$ cat config.mk
export PLATFORM = sky130hd
export DESIGN_NAME = digit_blank_dimmer
export DESIGN_NICKNAME = d
export VERILOG_FILES = /design/src/rtl/dimmer_pkg.sv /design/src/rtl/dim_prescale.sv /design/src/rtl/dim_duty.sv /design/src/rtl/dim_blank.sv /design/src/rtl/digit_blank_dimmer.sv
export SDC_FILE = /design/constraint.sdc
export NUM_CORES = 1
export LEC_CHECK = 0
export ABC_CLOCK_PERIOD_IN_PS = 1650
export CAP_MARGIN = 30
export CELL_PAD_IN_SITES_DETAIL_PLACEMENT = 1
export CELL_PAD_IN_SITES_GLOBAL_PLACEMENT = 2
export CORE_ASPECT_RATIO = 1.4
export CORE_MARGIN = 8
export CORE_UTILIZATION = 32
export DETAILED_ROUTE_END_ITERATION = 10
export DONT_BUFFER_PORTS = 1
export PLACE_DENSITY = 0.68
export SLEW_MARGIN = 5
export SYNTH_ARGS = -nofsm -noshare
export SYNTH_HDL_FRONTEND = slang
export SYNTH_SLANG_ARGS = --single-unit
export TNS_END_PERCENT = 30
$ cat constraint.sdc
create_clock -name clk -period 1.65 [get_ports clk]
set_input_delay 0 -clock clk [delete_from_list [all_inputs] [get_ports clk]]
set_output_delay 0 -clock clk [all_outputs]
set_load 0.02 [all_outputs]
$ cat src/rtl/dimmer_pkg.sv
`timescale 1ns/1ps
package dimmer_pkg;
  localparam int SLOTS  = 30;
  localparam int SLOT_W = $clog2(SLOTS);

  typedef logic [SLOT_W:0]   slot_lvl_t;
  typedef logic [SLOT_W-1:0] slot_idx_t;

  // Slots of the period during which the gate is high, per brightness step.
  function automatic slot_lvl_t duty_slots(input logic [2:0] code, input bit low_start);
    case (code)
      3'd0:    duty_slots = low_start ? slot_lvl_t'(8) : slot_lvl_t'(SLOTS);
      3'd1:    duty_slots = slot_lvl_t'(18);
      3'd2:    duty_slots = slot_lvl_t'(12);
      3'd3:    duty_slots = slot_lvl_t'(8);
      3'd4:    duty_slots = slot_lvl_t'(5);
      3'd5:    duty_slots = slot_lvl_t'(3);
      3'd6:    duty_slots = slot_lvl_t'(2);
      default: duty_slots = slot_lvl_t'(1);
    endcase
  endfunction

  // Per-digit blank decision: 1 = the digit may light.
  function automatic logic digit_lit(input logic ext_dis, input logic blank_n,
                                     input logic mblank, input logic keep);
    if (ext_dis) digit_lit = blank_n;
    else         digit_lit = keep | (blank_n & ~mblank);
  endfunction
endpackage

$ cat src/rtl/dim_prescale.sv
`timescale 1ns/1ps
module dim_prescale #(
  parameter int PRESCALE = 32
) (
  input  logic clk,
  input  logic rst_n,
  output logic tick,
  output logic at_start
);
  localparam int PW = (PRESCALE > 1) ? $clog2(PRESCALE) : 1;
  localparam logic [PW-1:0] LAST = PW'(PRESCALE - 1);

  logic [PW-1:0] cnt_q;

  always_ff @(posedge clk) begin
    if (!rst_n)          cnt_q <= '0;
    else if (cnt_q == LAST) cnt_q <= '0;
    else                 cnt_q <= cnt_q + 1'b1;
  end

  assign tick     = (cnt_q == LAST);
  assign at_start = (cnt_q == '0);
endmodule

$ cat src/rtl/dim_duty.sv
`timescale 1ns/1ps
module dim_duty
  import dimmer_pkg::*;
#(
  parameter bit LOW_START = 1'b0
) (
  input  logic       clk,
  input  logic       rst_n,
  input  logic       tick,
  input  logic [2:0] bright_code,
  output logic       gate_raw,
  output logic       period_wrap,
  output logic       slot_zero,
  output logic [2:0] active_code
);
  localparam slot_idx_t LAST_SLOT = slot_idx_t'(SLOTS - 1);

  slot_idx_t  slot_q;
  logic [2:0] code_q;
  slot_lvl_t  budget;

  assign period_wrap = tick && (slot_q == LAST_SLOT);

  always_ff @(posedge clk) begin
    if (!rst_n) begin
      slot_q <= '0;
      code_q <= 3'd0;
    end else if (tick) begin
      if (period_wrap) begin
        slot_q <= '0;
        code_q <= bright_code;
      end else begin
        slot_q <= slot_q + 1'b1;
      end
    end
  end

  assign budget      = duty_slots(code_q, LOW_START);
  assign gate_raw    = ({1'b0, slot_q} < budget);
  assign slot_zero   = (slot_q == '0);
  assign active_code = code_q;
endmodule

$ cat src/rtl/dim_blank.sv
`timescale 1ns/1ps
module dim_blank
  import dimmer_pkg::*;
#(
  parameter int NUM_DIGITS = 4
) (
  input  logic                  ext_disable,
  input  logic                  blank_n,
  input  logic                  master_blank,
  input  logic [NUM_DIGITS-1:0] digit_keep,
  input  logic                  gate,
  output logic [NUM_DIGITS-1:0] digit_en
);
  for (genvar d = 0; d < NUM_DIGITS; d++) begin : g_digit
    assign digit_en[d] = gate & digit_lit(ext_disable, blank_n, master_blank, digit_keep[d]);
  end
endmodule

$ cat src/rtl/digit_blank_dimmer.sv
`timescale 1ns/1ps
module digit_blank_dimmer #(
  parameter int NUM_DIGITS = 4,
  parameter int PRESCALE   = 32,
  parameter bit LOW_START  = 1'b0
) (
  input  logic                  clk,
  input  logic                  rst_n,
  input  logic                  blank_n,
  input  logic                  master_blank,
  input  logic                  ext_disable,
  input  logic [2:0]            bright_code,
  input  logic [NUM_DIGITS-1:0] digit_keep,
  output logic [NUM_DIGITS-1:0] digit_en,
  output logic                  pwm_gate
);
  logic       tick;
  logic       pre_zero;
  logic       gate_raw;
  logic       period_wrap;
  logic       slot_zero;
  logic       period_begin;
  logic [2:0] active_code;

  dim_prescale #(.PRESCALE(PRESCALE)) u_pre (
    .clk(clk), .rst_n(rst_n), .tick(tick), .at_start(pre_zero)
  );

  dim_duty #(.LOW_START(LOW_START)) u_duty (
    .clk(clk), .rst_n(rst_n), .tick(tick), .bright_code(bright_code),
    .gate_raw(gate_raw), .period_wrap(period_wrap), .slot_zero(slot_zero),
    .active_code(active_code)
  );

  assign period_begin = pre_zero & slot_zero;
  assign pwm_gate     = ext_disable | gate_raw;

  dim_blank #(.NUM_DIGITS(NUM_DIGITS)) u_blank (
    .ext_disable(ext_disable), .blank_n(blank_n), .master_blank(master_blank),
    .digit_keep(digit_keep), .gate(pwm_gate), .digit_en(digit_en)
  );
endmodule

======== Yosys cells after proc, flatten, opt, wreduce, memory -nomap -nowiden ========
Index checks and enable logic that the tools add are counted.
operators by class
  bitwise operators ....................... 12
  order comparisons ....................... 1
  reductions and logical operators ........ 4
  equality and inequality tests ........... 8
  multiplexer cells ....................... 6
  $add $sub $neg .......................... 2
operators with widths
  kind                                                  number
  case mux 5 bit (7 select lines)                       1
  adder 5 x 1 -> 5 bit (second input constant)          2
  equality test 5 bit (second input constant)           2
  equality test 3 bit (second input constant)           3
  equality test 3 x 2 -> 1 bit (second input constant)  2
  AND 1 bit                                             5
  < comparator 5 bit                                    1
  2-to-1 mux 5 bit                                      1
  bitwise OR 1 bit                                      5
  2-to-1 mux 1 bit                                      4
  equality test 3 x 1 -> 1 bit (second input constant)  1
  zero test 3 bit                                       1
  inverter 1 bit                                        2
  AND reduction 2 bit                                   1
  OR reduction 2 bit                                    1
  logical AND 1 bit                                     1
storage, ports and cells
  bits in registers ....................... 13
  output and inout port bits .............. 5
  input bits .............................. 12
  word-level logic and storage cells ...... 36

======== Depth between registers and ports, before layout ========
  word-level depth ........................ 5
  gate-level depth with buffers ........... 7

======== By module ========
From an unflattened synthesis, not the netlist that was laid out.
second synthesis, totals
  cell total of the unflattened synthesis .. 94
  area total of the unflattened synthesis .. 835.8 um2
by module, submodules not included
  module              instances  cells each  area each (um2)
  dim_duty            1          61          539.3
  dim_prescale        1          24          230.2
  dim_blank           1          8           60.1
  digit_blank_dimmer  1          1           6.3

======== Worst setup path after synthesis ========
OpenSTA, ideal clock, no wires.
  kind .................................... register to output
  start ................................... register u_duty.code_q[2] (netlist: u_duty.active_code[2])
  end ..................................... output digit_en[0]
  required time ........................... 1.650 ns
  slack ................................... -0.032 ns
  arrival time ............................ 1.682 ns
  stages on the path, launching flop included .. 7
  cell sequence ........................... dfxtp_1 or2_2 ha_1 a21oi_1 o21ai_0 o31ai_2 o21a_1
on the way
  longest elaborated chain between the ends .. 5
  elaborated cells between the ends (all ways) .. 11
  those cells by class .................... order compare (1); eq/ne (6); mux (1); bitwise (2); reduce/logical (1)
RTL lines
  element                                      line                      RTL
  from (decl)                                  dim_duty.sv:19            logic [2:0] code_q;
  from (signal assigned)                       dim_duty.sv:31            code_q <= bright_code;
  equality test 3 bit (tied with other cells)  dimmer_pkg.sv:11          case (code)
  case mux 5 bit (7 select lines) *            dimmer_pkg.sv:11
  < comparator 5 bit *                         dim_duty.sv:39            assign gate_raw = ({1'b0, slot_q} < budget);
  bitwise OR 1 bit *                           digit_blank_dimmer.sv:36  assign pwm_gate = ext_disable | gate_raw;
  AND 1 bit *                                  dim_blank.sv:15           assign digit_en[d] = gate & digit_lit(ext_disable, blank_n, master_blank, digit_keep[d]);
  to (decl)                                    digit_blank_dimmer.sv:14  output logic [NUM_DIGITS-1:0] digit_en,
Mark *: on every way between the ends. The rest lies on a longest branch, timed or not.

======== Final worst setup path ========
  start ................................... register u_duty.code_q[2] (netlist: u_duty.active_code[2])
  end ..................................... output digit_en[3]
Same word-level chain as after synthesis.

==> parameters.txt <==
Parameter                              Value

Status
  Status ... finished, violations left
  Violations in the final reports ... negative setup slack

Final layout
  Ant diodes ... 0
  Fraction of the core area covered by cells at the end of the flow ... 46.3%
  Fill cell instance count of the final layout ... 262
  Area growth syn-to-layout ... 36.7%
  Net count reported at finish ... 122
  Fraction of final layout cells with drive strength greater than 1 ... 31.7%

Timing
  Worst Slack Setup Final ... -297 ps
  Headroom to the max-slew limit ... 82.7%
  Setup repair after global routing missed its margin ... yes
  Final Cycle Share ... 118%
  Final worst path period need ... 1950 ps
  Worst-case clock skew ... 4.74 ps
  Hold Violations, Final ... 0
  Total setup violations reported at the end of the flow ... 5
  Final number of max-transition violations ... 0
  Slew of the pin with the lowest slew margin ... 258 ps
  Upper clock frequency limit ... 514 MHz

Floorplanning
  Die Wd ... 56.6 um
  Placeable core area ... 0.00218 mm2
  Area enclosed by the die boundary ... 0.00412 mm2
  Number of core rows ... 20
  Starting density of the core ... 33.9%
  DIE HEIGHT ... 72.8 um
  I/O pin cnt ... 17

Worst setup path
  Register-to-register setup slack ... 80 ps
  Setup crit end kind ... output pin
  Number of cells on the worst reg-to-reg path ... 7
  Crit Reg-Reg Endpoint ... u_duty.active_code[0]
  Setup crit start kind ... register
  Signal arrival time at the worst endpoint ... 1950 ps
  Worst endpoint required time ... 1650 ps
  Highest net fanout along the worst path ... 5
  Reg-to-Reg Start ... u_pre.cnt_q[0]
  WS Path Type ... reg -> out

Place
  Half-perimeter wire length of the detailed placement result ... 1.40 mm
  RD Place Congestion ... 0.785
  Worst slack at placement ... -169 ps
  IO Port Bufs ... 0

Clock network
  Number of sinks driven by the clock tree ... 13
  Clock tree from TritonCTS ... done
  Bufs on Longest Clock Path ... 2
  Clock transition at the register clock pins on the worst setup and hold paths after CTS ... 70 ps
  H-tree depth ... 1
  Root Driver ... sky130_fd_sc_hd__clkbuf_4
  Clk Latency, worst-skew pair ... 280 ps
  TritonCTS Buffers ... 3

Worst hold path
  Type of the most critical hold path ... in -> out
  Start point of the worst hold path ... digit_keep[0]
  Worst hold stages ... 1
  Hold Path End ... digit_en[0]

Detailed routing
  Routed metal-1 wirelength ... 641 um
  Number of vias after detailed routing ... 631
  Remaining DRCs ... 0
  Routed len/inst ... 14.2 um
  Total length of routed met2 wires ... 1.01 mm
  Routed via count divided by cell count ... 5.13
  DRC violation total after the first TritonRoute iteration ... 4
  Final Routed Wirelength ... 1.74 mm
  Top routing layer in use ... met4
  Post-detailed-route count of antenna-violating nets ... 0
  Met3 wire length ... 49 um
  Initial DRT Pass Iterations ... 2

Synth
  Syn_area_per_cell ... 9.10 um2
  Cell count after synthesis ... 81
  Syn. warnings ... 0
  Post-Syn Nets ... 101
  Summed instance area of the synthesized netlist ... 737 um2
  Number of register bits inferred by synthesis ... 13
  Count of cell types in the netlist ... 26
  Sequential fraction of the synthesis area ... 35.3%

Job
  Max Cap Violations ... 0

Global routing
  Largest net degree at the start of global routing ... 8
  Global-route total usage across every layer ... 8.60%
  Global-route congestion overflow total ... 0
  Number of global-route vias before repair ... 661
  Number of antenna violations at the first check in global routing ... 0
  First-pass GRT wire length ... 2.82 mm

Power and ir drop
  Largest voltage drop on the vdd net ... 0.000352 V
  Leakage ... 0.450 nW
  Total design power ... 583 uW
  Power per unit of standard cell area ... 578 mW/mm2
[per-layer routing]
layer / track usage [%] / vias up
li1: - / 313
met1: 6.66 / 304
met2: 18.0 / 9
met3: 1.57 / 5
met4: 5.63 / 0
met5: 0 / -
[cell families (layout without fill, tap and decap cells)]
| family | Yosys count | count (layout) | share of synthesized area [%] |
|---|---|---|---|
| mux | 3 | 3 | 4.07 |
| xor+xnor | 6 | 6 | 7.13 |
| buf+inv | 6 | 26 | 3.06 |
| simple gates | 30 | 30 | 21.4 |
| compound gates | 15 | 15 | 15.5 |
| flops | 13 | 13 | 35.3 |
| fa+ha+maj | 8 | 8 | 13.6 |
[area by class of cell]
type                            instances  area [um2]  area share, %
Multi-Input combinational cell         62         534           53.0
Sequential cell                        13         267           26.5
Timing Repair Buffer                   16         130           12.9
Tap cell                               22        27.5           2.73
Clock buffer                            4        26.3           2.61
Inverter                                6        22.5           2.24
[where the power goes]
part           switching, mW  internal (mW)  total (mW)
combinational         0.0316         0.0329      0.0645
clock                  0.102         0.0938       0.196
sequential           0.00422          0.318       0.322
total                  0.138          0.445       0.583
[Yosys cell counts]
master / n / area [um2]
sky130_fd_sc_hd__a21o_2: 2 / 17.5
sky130_fd_sc_hd__a311oi_1: 1 / 8.76
sky130_fd_sc_hd__ha_1: 8 / 100
sky130_fd_sc_hd__o21ai_0: 1 / 5.00
sky130_fd_sc_hd__nand2_1: 6 / 22.5
sky130_fd_sc_hd__and3_1: 2 / 12.5
sky130_fd_sc_hd__nand3b_1: 1 / 7.51
sky130_fd_sc_hd__or2_2: 1 / 6.26
sky130_fd_sc_hd__a21oi_1: 2 / 10.0
sky130_fd_sc_hd__inv_1: 6 / 22.5
sky130_fd_sc_hd__mux2i_1: 3 / 30.0
sky130_fd_sc_hd__a21boi_0: 2 / 15.0
sky130_fd_sc_hd__o21a_1: 4 / 30.0
sky130_fd_sc_hd__nand4_1: 1 / 6.26
sky130_fd_sc_hd__dfxtp_1: 13 / 260
sky130_fd_sc_hd__nor2_1: 8 / 30.0
sky130_fd_sc_hd__xnor2_1: 2 / 17.5
sky130_fd_sc_hd__xor2_1: 4 / 35.0
sky130_fd_sc_hd__nor2b_1: 3 / 18.8
sky130_fd_sc_hd__and2b_2: 1 / 8.76
sky130_fd_sc_hd__nand2b_1: 4 / 25.0
sky130_fd_sc_hd__a21o_1: 1 / 7.51
sky130_fd_sc_hd__nand3_1: 2 / 10.0
sky130_fd_sc_hd__o21bai_1: 1 / 7.51
sky130_fd_sc_hd__nand3_2: 1 / 10.0
sky130_fd_sc_hd__o31ai_2: 1 / 12.5
[worst max-delay path, cell delays in order (launching register included)]
cell and delay, ps:
sky130_fd_sc_hd__dfxtp_4 360, sky130_fd_sc_hd__buf_4 140, sky130_fd_sc_hd__a21o_4 190, sky130_fd_sc_hd__ha_4 260, sky130_fd_sc_hd__nand2_2 50, sky130_fd_sc_hd__a311oi_2 290, sky130_fd_sc_hd__o31ai_2 100, sky130_fd_sc_hd__buf_4 160
sky130_fd_sc_hd__o21a_4 140
[per-stage QoR]
stage	setup TNS [ps]	std cells	hold slack (ps)	cell area, um2
2_1_floorplan	0	81	128	754
3_3_place_gp	-655	114	131	865
3_5_place_dp	-819	114	139	865
4_1_cts	-1740	123	143	972
5_1_grt	-1850	123	143	1010
6_report	-1470	123	141	1010
[registers in the layout, summed over array words and instances, names as in the netlist]
name	count
u_duty.slot_q	5
u_pre.cnt_q	5
u_duty.active_code	3
[cell usage in the layout (no fill, tap or decap), drive strengths merged, types with 3 or more instances in the layout]
| cell type | n |
|---|---|
| inv | 6 |
| a21o | 3 |
| dlygate4sd3 | 4 |
| clkbuf | 4 |
| nor2b | 3 |
| dfxtp | 13 |
| ha | 8 |
| nand2 | 6 |
| nor2 | 8 |
| xor2 | 4 |
| nand2b | 4 |
| nand3 | 3 |
| o21a | 4 |
| mux2i | 3 |
| buf | 12 |
[worst max path at each step]
stage	start	end	slack (ps)	depth (start not counted)
2_1_floorplan	u_duty.active_code[2]	digit_en[0]	10	6
3_3_place_gp	u_duty.active_code[2]	digit_en[0]	-140	6
3_5_place_dp	u_duty.active_code[1]	digit_en[3]	-170	7
4_1_cts	u_duty.active_code[0]	digit_en[3]	-350	8
5_1_grt	u_duty.active_code[0]	digit_en[3]	-370	8
6_report	u_duty.active_code[2]	digit_en[3]	-300	8
[timing repair]
action / in CTS / in global routing
endpoints found under the setup margin: 5 / 12
pin swaps: 2 / 2
endpoints found under the hold margin: 13 / 0
hold buffers: 4 / 0
buffers inserted: 1 / 0
gates resized for setup: 7 / 7
Power figures use the tool's default switching activity.
